**src/rtl/ccp_pkg.sv**
```systemverilog
package ccp_pkg;
  localparam logic [3:0] M_OFF      = 4'b0000;
  localparam logic [3:0] M_CAP_FALL = 4'b0100;
  localparam logic [3:0] M_CAP_RISE = 4'b0101;
  localparam logic [3:0] M_CAP_DA   = 4'b0110;
  localparam logic [3:0] M_CAP_DB   = 4'b0111;
  localparam logic [3:0] M_CMP_SET  = 4'b1000;
  localparam logic [3:0] M_CMP_CLR  = 4'b1001;
  localparam logic [3:0] M_CMP_FLAG = 4'b1010;
  localparam logic [3:0] M_CMP_EVT  = 4'b1011;

  function automatic logic is_cap(input logic [3:0] m);
    return m[3:2] == 2'b01;
  endfunction

  function automatic logic is_cmp(input logic [3:0] m);
    return m[3:2] == 2'b10;
  endfunction

  function automatic logic is_pwm(input logic [3:0] m);
    return m[3:2] == 2'b11;
  endfunction
endpackage

```
**src/rtl/ccp_capture.sv**
```systemverilog
module ccp_capture
  import ccp_pkg::*;
#(
  parameter int DIV_A = 4,
  parameter int DIV_B = 16,
  parameter int SYNC  = 2
) (
  input  logic       clk_i,
  input  logic       rst_ni,
  input  logic [3:0] mode_i,
  input  logic       mode_chg_i,
  input  logic       pin_i,
  output logic       evt_o
);
  localparam int CW = $clog2(DIV_B);
  localparam logic [CW-1:0] LAST_A = CW'(DIV_A - 1);
  localparam logic [CW-1:0] LAST_B = CW'(DIV_B - 1);

  logic [SYNC:0]   sh_q;
  logic            rise, fall;
  logic [CW-1:0]   cnt_q, cnt_d;

  always_ff @(posedge clk_i or negedge rst_ni) begin
    if (!rst_ni) sh_q <= '0;
    else         sh_q <= {sh_q[SYNC-1:0], pin_i};
  end

  assign rise = sh_q[SYNC-1] & ~sh_q[SYNC];
  assign fall = ~sh_q[SYNC-1] & sh_q[SYNC];

  always_comb begin
    evt_o = 1'b0;
    cnt_d = cnt_q;
    case (mode_i)
      M_CAP_FALL: evt_o = fall;
      M_CAP_RISE: evt_o = rise;
      M_CAP_DA: if (rise) begin
        if (cnt_q == LAST_A) begin
          evt_o = 1'b1;
          cnt_d = '0;
        end else cnt_d = cnt_q + 1'b1;
      end
      M_CAP_DB: if (rise) begin
        if (cnt_q == LAST_B) begin
          evt_o = 1'b1;
          cnt_d = '0;
        end else cnt_d = cnt_q + 1'b1;
      end
      default: cnt_d = '0;
    endcase
    if (mode_chg_i) cnt_d = '0;
  end

  always_ff @(posedge clk_i or negedge rst_ni) begin
    if (!rst_ni) cnt_q <= '0;
    else         cnt_q <= cnt_d;
  end

  assert_cap_mode_R4: assert property (@(posedge clk_i) disable iff (!rst_ni)
    evt_o |-> is_cap(mode_i));
  assert_cnt_clear_R6: assert property (@(posedge clk_i) disable iff (!rst_ni)
    mode_chg_i |=> cnt_q == '0);
endmodule

```
**src/rtl/ccp_compare.sv**
```systemverilog
module ccp_compare
  import ccp_pkg::*;
#(
  parameter int TW = 16
) (
  input  logic          clk_i,
  input  logic          rst_ni,
  input  logic [3:0]    mode_i,
  input  logic          load_i,
  input  logic [3:0]    load_mode_i,
  input  logic [TW-1:0] tmr_i,
  input  logic [TW-1:0] ref_i,
  output logic          pin_o,
  output logic          evt_o,
  output logic          tmr_rst_o
);
  logic match;
  assign match     = is_cmp(mode_i) && (tmr_i == ref_i);
  assign evt_o     = match;
  assign tmr_rst_o = match && (mode_i == M_CMP_EVT);

  always_ff @(posedge clk_i or negedge rst_ni) begin
    if (!rst_ni) pin_o <= 1'b0;
    else if (load_i) begin
      case (load_mode_i)
        M_CMP_SET:             pin_o <= 1'b0;
        M_CMP_CLR:             pin_o <= 1'b1;
        M_CMP_FLAG, M_CMP_EVT: pin_o <= pin_o;
        default:               pin_o <= 1'b0;
      endcase
    end else if (!is_cmp(mode_i)) pin_o <= 1'b0;
    else if (match) begin
      if (mode_i == M_CMP_SET)      pin_o <= 1'b1;
      else if (mode_i == M_CMP_CLR) pin_o <= 1'b0;
    end
  end

  assert_cmp_set_R7: assert property (@(posedge clk_i) disable iff (!rst_ni)
    (mode_i == M_CMP_SET && tmr_i == ref_i && !load_i) |=> pin_o);
  assert_cmp_clr_R8: assert property (@(posedge clk_i) disable iff (!rst_ni)
    (mode_i == M_CMP_CLR && tmr_i == ref_i && !load_i) |=> !pin_o);
  assert_cmp_keep_R9: assert property (@(posedge clk_i) disable iff (!rst_ni)
    ((mode_i == M_CMP_FLAG || mode_i == M_CMP_EVT) && !load_i) |=> $stable(pin_o));
endmodule

```
**src/rtl/ccp_pwm.sv**
```systemverilog
module ccp_pwm #(
  parameter int DB = 10
) (
  input  logic          clk_i,
  input  logic          rst_ni,
  input  logic          en_i,
  input  logic          wrap_i,
  input  logic [DB-1:0] cnt_i,
  input  logic [DB-1:0] duty_i,
  output logic          pwm_o
);
  logic [DB-1:0] duty_q;

  always_ff @(posedge clk_i or negedge rst_ni) begin
    if (!rst_ni) begin
      duty_q <= '0;
      pwm_o  <= 1'b0;
    end else if (!en_i) begin
      duty_q <= '0;
      pwm_o  <= 1'b0;
    end else if (wrap_i) begin
      duty_q <= duty_i;
      pwm_o  <= (duty_i != '0);
    end else if (cnt_i == duty_q) begin
      pwm_o  <= 1'b0;
    end
  end

  assert_pwm_zero_R11: assert property (@(posedge clk_i) disable iff (!rst_ni)
    (en_i && wrap_i && duty_i == '0) |=> !pwm_o);
  assert_pwm_fall_R11: assert property (@(posedge clk_i) disable iff (!rst_ni)
    (en_i && !wrap_i && cnt_i == duty_q) |=> !pwm_o);
  assert_pwm_hold_R12: assert property (@(posedge clk_i) disable iff (!rst_ni)
    (en_i && !wrap_i) |=> $stable(duty_q));
endmodule

```
**src/rtl/ccp_unit.sv**
```systemverilog
module ccp_unit
  import ccp_pkg::*;
#(
  parameter int TW    = 16,
  parameter int PW    = 8,
  parameter int PSW   = 2,
  parameter int DIV_A = 4,
  parameter int DIV_B = 16,
  parameter int SYNC  = 2
) (
  input  logic          clk_i,
  input  logic          rst_ni,
  input  logic [1:0]    sel_i,
  input  logic          wr_i,
  input  logic [7:0]    wdata_i,
  output logic [7:0]    rdata_o,
  input  logic [TW-1:0] tmr_wide_i,
  output logic          tmr_rst_o,
  input  logic [PW-1:0] per_cnt_i,
  input  logic [PSW-1:0] per_pre_i,
  input  logic          per_wrap_i,
  input  logic          cap_pin_i,
  output logic          out_pin_o,
  output logic          flag_o
);
  localparam int NB = TW / 8;
  localparam int AW = 2;
  localparam int DB = PW + PSW;
  localparam logic [AW-1:0] CTRL_A = AW'(NB);
  localparam logic [AW-1:0] FLAG_A = AW'(NB + 1);

  logic [TW-1:0] data_q;
  logic [5:0]    ctrl_q;
  logic [3:0]    mode;
  logic          ctrl_wr, mode_chg;
  logic          cap_evt, cmp_evt, cmp_pin, pwm_out;

  assign mode     = ctrl_q[3:0];
  assign ctrl_wr  = wr_i && (sel_i == CTRL_A);
  assign mode_chg = ctrl_wr && (wdata_i[3:0] != mode);

  always_ff @(posedge clk_i or negedge rst_ni) begin
    if (!rst_ni) ctrl_q <= '0;
    else if (ctrl_wr) ctrl_q <= wdata_i[5:0];
  end

  always_ff @(posedge clk_i or negedge rst_ni) begin
    if (!rst_ni) data_q <= '0;
    else if (cap_evt) data_q <= tmr_wide_i;
    else if (wr_i) begin
      for (int i = 0; i < NB; i++)
        if (sel_i == AW'(i)) data_q[i*8 +: 8] <= wdata_i;
    end
  end

  always_ff @(posedge clk_i or negedge rst_ni) begin
    if (!rst_ni) flag_o <= 1'b0;
    else if (cap_evt || cmp_evt) flag_o <= 1'b1;
    else if (wr_i && sel_i == FLAG_A) flag_o <= 1'b0;
  end

  always_comb begin
    rdata_o = '0;
    for (int i = 0; i < NB; i++)
      if (sel_i == AW'(i)) rdata_o = data_q[i*8 +: 8];
    if (sel_i == CTRL_A) rdata_o = {2'b00, ctrl_q};
    if (sel_i == FLAG_A) rdata_o = {7'b0, flag_o};
  end

  ccp_capture #(.DIV_A(DIV_A), .DIV_B(DIV_B), .SYNC(SYNC)) u_cap (
    .clk_i, .rst_ni, .mode_i(mode), .mode_chg_i(mode_chg),
    .pin_i(cap_pin_i), .evt_o(cap_evt)
  );

  ccp_compare #(.TW(TW)) u_cmp (
    .clk_i, .rst_ni, .mode_i(mode), .load_i(ctrl_wr), .load_mode_i(wdata_i[3:0]),
    .tmr_i(tmr_wide_i), .ref_i(data_q), .pin_o(cmp_pin), .evt_o(cmp_evt),
    .tmr_rst_o(tmr_rst_o)
  );

  ccp_pwm #(.DB(DB)) u_pwm (
    .clk_i, .rst_ni, .en_i(is_pwm(mode)), .wrap_i(per_wrap_i),
    .cnt_i({per_cnt_i, per_pre_i}), .duty_i({data_q[PW-1:0], ctrl_q[4 +: PSW]}),
    .pwm_o(pwm_out)
  );

  assign out_pin_o = is_pwm(mode) ? pwm_out : cmp_pin;

  assert_flag_clear_R2: assert property (@(posedge clk_i) disable iff (!rst_ni)
    (wr_i && sel_i == FLAG_A && !cap_evt && !cmp_evt) |=> !flag_o);
  assert_evt_flag_R10: assert property (@(posedge clk_i) disable iff (!rst_ni)
    tmr_rst_o |=> flag_o);
  assert_off_low_R3: assert property (@(posedge clk_i) disable iff (!rst_ni)
    (mode == M_OFF && !ctrl_wr) |=> !out_pin_o);
endmodule

```
**config.mk**
```make
export PLATFORM = sky130hd
export DESIGN_NAME = ccp_unit
export DESIGN_NICKNAME = d
export VERILOG_FILES = /design/src/rtl/ccp_pkg.sv /design/src/rtl/ccp_capture.sv /design/src/rtl/ccp_compare.sv /design/src/rtl/ccp_pwm.sv /design/src/rtl/ccp_unit.sv
export SDC_FILE = /design/constraint.sdc
export NUM_CORES = 1
export LEC_CHECK = 0
export ABC_AREA = 1
export BUFFER_PORTS_ARGS = -buffer_cell sky130_fd_sc_hd__buf_2
export CAP_MARGIN = 20
export CORE_MARGIN = 2
export CORE_UTILIZATION = 40
export CTS_CLUSTER_DIAMETER = 120
export DETAILED_ROUTE_END_ITERATION = 8
export REMOVE_ABC_BUFFERS = 1
export SYNTH_ARGS = -nofsm -noshare
export SYNTH_HDL_FRONTEND = slang
export SYNTH_HIERARCHICAL = 1
export SYNTH_SLANG_ARGS = --single-unit
```
**constraint.sdc**
```tcl
create_clock -name clk_i -period 2.2 [get_ports clk_i]
set_input_delay 0 -clock clk_i [delete_from_list [all_inputs] [get_ports clk_i]]
set_output_delay 0 -clock clk_i [all_outputs]
set_load 0.01 [all_outputs]
```
==> Yosys cells after proc, flatten, opt, wreduce, memory -nomap -nowiden <==
Index checks and enable logic that the tools add are counted.
{ "word_totals": {"regBits": 42, "in_bits": 41, "out_inout_bits": 11, "wordCells": 93} }
{ "op_classes": {"add_sub_neg": 1, "n_eq_ne": 28, "muxes": 33, "bitwise_logic": 4, "n_reduce_logical": 18} }
{ "ops": {"columns": ["op", "count"], "rows": [
  ["8-bit 2-to-1 mux", 6],
  ["16-bit 2-to-1 mux", 2],
  ["4-bit == test (second input constant)", 7],
  ["10-bit 2-to-1 mux", 2],
  ["4-bit 2-to-1 mux", 5],
  ["16-bit == test", 1],
  ["4-bit by 3-bit == test with 1-bit output (second input constant)", 4],
  ["1-bit 2-to-1 mux", 15],
  ["4-bit case mux with 3 select lines", 1],
  ["10-bit == test", 1],
  ["10-bit nonzero test", 1],
  ["2-bit == test (second input constant)", 4],
  ["2-bit nonzero test", 4],
  ["3-bit by 2-bit inequality test with 1-bit output (second input constant)", 2],
  ["3-bit inequality test (second input constant)", 2],
  ["3-bit AND reduction", 2],
  ["1-bit logical AND", 5],
  ["4-bit by 1-bit adder with 4-bit output (second input constant)", 1],
  ["4-bit by 2-bit == test with 1-bit output (second input constant)", 1],
  ["2-bit inequality test (second input constant)", 2],
  ["4-bit inequality test", 1],
  ["4-bit inequality test (second input constant)", 1],
  ["1-bit case mux with 4 select lines", 1],
  ["2-bit AND reduction", 2],
  ["other kinds (8)", 11]
]} }

==> Longest topological paths before layout <==
{ "logic_depth": {"depth_word": 6, "depth_mapped": 12, "ltp_nobuf": 11} }

==> By module <==
The synthesis kept the hierarchy.
{ "modules_own_cells": {"columns": ["mod", "instances", "cells_per_inst", "area_per_inst_um2", "seq_area_each_um2"], "rows": [
  ["ccp_unit", 1, 183, 1362.6, 575.6],
  ["ccp_pwm", 1, 86, 619.3, 275.3],
  ["ccp_compare", 1, 106, 445.4, 25.0],
  ["ccp_capture", 1, 57, 422.9, 175.2]
]} }

==> Worst setup path before layout <==
Ideal clock, no wire load.
{ "synth_path": {"path_kind": "register to register", "startpoint": "register ctrl_q[2]", "endpoint": "register data_q[11]", "t_arrival_ns": 1.498, "t_required_ns": 2.076, "path_slack_ns": 0.578, "path_stages_with_launch": 12, "n_path_buf": 2, "synth_period_minus_slack_ns": 1.622, "path_cell_list": "dfrtp_1 -> inv_1 -> nor2_4 -> nand2_1 -> nand2_1 -> nand3b_1 -> a21oi_1 -> clkbuf_8 -> inv_2 -> buf_2 -> nand3_1 -> nand3_1"} }
{ "synth_between": {"elab_chain_len": 4, "elab_cells_between_ends": 9, "classes_between": "eq/ne: 4; mux: 2; reduce/logical: 3"} }
{ "synth_lines": {"columns": ["element", "line", "text"], "rows": [
  ["from (decl)", "ccp_unit.sv:33", "logic [5:0] ctrl_q;"],
  ["from (signal assigned)", "ccp_unit.sv:44", "else if (ctrl_wr) ctrl_q <= wdata_i[5:0];"],
  ["4-bit by 3-bit == test with 1-bit output", "ccp_capture.sv:34", "case (mode_i)"],
  ["1-bit case mux with 4 select lines *", "ccp_capture.sv:34", null],
  ["net cap_evt", "ccp_unit.sv:36", "logic cap_evt, cmp_evt, cmp_pin, pwm_out;"],
  ["2-bit nonzero test (no source line)", null, null],
  ["2-bit AND reduction (no source line)", null, null],
  ["to (signal assigned)", "ccp_unit.sv:49", "else if (cap_evt) data_q <= tmr_wide_i;"],
  ["to (signal, indexed assignment)", "ccp_unit.sv:52", "if (sel_i == AW'(i)) data_q[i*8 +: 8] <= wdata_i;"],
  ["to (decl)", "ccp_unit.sv:32", "logic [TW-1:0] data_q;"]
]} }
The timed path passes the listed nets; every way through them passes the cells marked *.
A chain may end at the register's enable or synchronous reset.

==> Final worst setup path <==
{ "layout_path": {"startpoint": "register ctrl_q[2]", "endpoint": "register data_q[4]"} }
The elaborated chain is that of the path after synthesis.

==> run metrics <==
Cell Pwr Density about 740 nW/µm²; Peak Freq 551 MHz; per-cell routed wire length 12.4 µm; Post-Synth Adder-Cell Area 0.439%; Final nets about 540; Final HPWL DP 5710 µm; Async S/R FF share, synth between 90% and 100%; peak supply drop around 0.00037 V; EDFF count, synth 0; clk slew on worst S/H paths 0.09 ns; Yosys top cell area share 36.9%; Area Overhead vs Synth 22.8%; synth unique cells 29; all-layer global routing usage 20.6%; FF+latch count, synth 42; YS warnings 6; pre-CTS setup slack around 0.40 ns; CP required 2.43 ns; largest family of logic cells by synthesized area simple AND/OR/NAND/NOR gates; Iter 0 DRT Violations 155; Worst Hold Class input port to flip-flop; mux cell area share after synthesis 0%; Syn Area/Cell between 6 and 7 µm²; DR DRC count 0; chip height 88.4 µm; CP Launch Point ctrl_q[2]; clock skew 0.00572 ns; final worst slack around 0.38 ns; status completed; design area between 3000 and 4000 µm²; GRT overflow 0; hold-fix buffer count after cts 16; post-synthesis compound-gate area fraction under 10%; port bufs 51; DP Area 3200 µm²; Fin. Hold Viols 0; post-route minimum period 1.82 ns; gpl congestion 0.855; Die X 88.4 µm; HP Start per_wrap_i; Max-slew headroom between 60% and 70%; Final Max Tran Viols 0; Tot Pwr 2.58 mW; setup bufs post-CTS 0; crit path max fanout 25; vias per cell 4.76; vias in the first global route 2793; initial antenna violation count 0; register area share after synthesis 36.9%; pin count of the biggest net entering global routing 26; I/O Pins 52; Final TNS setup 0 ns; cts bufs inserted 5; top routing layer used met4; Final Cycle Share 82.6%; crit path kind flip-flop to flip-flop; floorplan row count 30; Initial Util between 40% and 50%; critical path arrival 2.04 ns; mapped cell area ~2900 µm²; Slew @ Worst Pin 0.502 ns; RSZ-0062 raised after global routing false; WL met3 301 µm; main area contributors after synthesis dfrtp_1, nand2_1, inv_1; Critical Path Start Type flip-flop; Post-DRT Antenna Nets 0; reg2reg start ctrl_q[2]; Simple-Gate Fraction of Synth Area 38.8%; drt pass-1 iters 4; Setup violations, final 0; CP Capture Type flip-flop; Die ar. 7820 µm²; cell count after synthesis 432; Vias 2854; first-pass GRT wire length 12600 µm; core box area 6830 µm²; layout cells sized above 1 18.9%; Root Driver clkbuf_8; Leak 1.89 nW; Max-Cap Viols 0; Primary FF master, synth dfrtp_1; met2 WL 3560 µm; clk_lat worst skew about 0.30 ns; xor-xnor portion of the synthesized cell area 2.15%; Synth area leader dfrtp_1; WL met1 around 3400 µm; CTS Buffer Depth 2; fin util 51.2%; CTS tree yes; # diodes 0; htree depth 2; Sink Count 42; drt total wl 7410 µm; post-CTS sizing 0
-- power by group --
| group | switching (mW) | internal, mW | total, mW | leakage, nW |
|---|---|---|---|---|
| combinational | 0.453 | 0.297 | 0.750 | 1.28 |
| clock | 0.294 | 0.455 | 0.749 | 0.0683 |
| sequential | 0.173 | 0.907 | 1.08 | 0.543 |
| total | 0.919 | 1.66 | 2.58 | 1.89 |
-- area by class of cell --
cell class / count / area, µm²
fill: 708 / 3330
inverter: 80 / 300
tap: 96 / 120
sequential: 42 / 1050
clock inverter: 3 / 68.8
multi-input combinational: 304 / 1450
clock buffer: 5 / 68.8
timing repair buffer: 69 / 443
-- Yosys cell counts, types with 5 or more instances --
cell type	count
a21oi_1	7
dfrtp_1	42
inv_1	71
inv_2	8
nand2_1	150
nand2_2	5
nand3_1	39
nand4_1	6
nor2_1	37
o211ai_1	5
o21ai_0	7
o21ai_1	15
o21ai_2	7
-- state kept, by name, summed over array words and instances, names as in the netlist --
| name | cells |
|---|---|
| ctrl_q | 6 |
| data_q | 16 |
| flag_o | 1 |
| u_cap/cnt_q | 4 |
| u_cap/sh_q | 3 |
| u_cmp/pin_o | 1 |
| u_pwm/duty_q | 10 |
| u_pwm/pwm_o | 1 |
-- path summary, 6_finish.rpt --
kind,end,slack (ns),depth (start not counted)
setup / recovery,data_q[4],0.38,11
hold / removal,u_pwm/duty_q[5],0.02,4
setup reg to reg,data_q[4],0.38,11
hold reg to reg,u_cap/sh_q[1],0.36,0
max in group asynchronous,ctrl_q[2],1.31,3
min in group asynchronous,u_pwm/duty_q[7],0.21,2
-- kinds of logic after synthesis --
kind of cell	after synthesis
AO/OA/AOI/OAI	44
flip-flops	42
AND/OR/NAND/NOR	252
adder cells (fa/ha/maj)	1
buffers and inverters	86
XOR/XNOR	7
-- stage by stage --
stage | instances | hold slack, ns
finish | 599 | 0.0154
global route | 599 | 0.0333
CTS | 599 | 0.00592
detailed placement | 575 | -0.00541
global placement | 575 | -0.00166
floorplan | 426 | -0.296
-- metal layers --
layer / vias to the layer above / GRT usage [%]
met5: - / 0
met4: 0 / 5.65
met3: 10 / 3.73
met2: 74 / 35.5
met1: 1295 / 26.6
li1: 1475 / -
-- cells in the final DEF (no fill, tap or decap) --
cell             n
a21oi_2          2
ha_1             1
clkbuf_8         5
buf_2           51
xnor2_1          4
dlygate4sd3_1   16
nand2_4          2
nand3_1         39
inv_2            8
nand4_1          6
inv_1           71
nor4_2           1
buf_4            1
nand3_2          2
nor2_1          37
nor2_4           4
or2_0            1
nand3b_1         2
nor2_2           3
o22ai_1          2
buf_12           1
nand2_2          5
dfrtp_1         42
xor2_1           3
o21ai_1         15
bufinv_16        2
clkinv_4         1
nand2_1        150
a21oi_1          6
clkinv_1         1
o211ai_1         5
o21ai_2          7
o21ai_0          7
-- critical path: stages, from the launching register on --
cell	delay, ns
dfrtp_1	0.47
inv_1	0.11
nor2_4	0.15
nand2_1	0.08
nand2_1	0.06
nand3b_1	0.08
a21oi_2	0.18
buf_12	0.19
inv_2	0.13
nand2_4	0.15
nand2_1	0.06
o21ai_1	0.07
No activity file was read; power rests on OpenSTA's default activity.
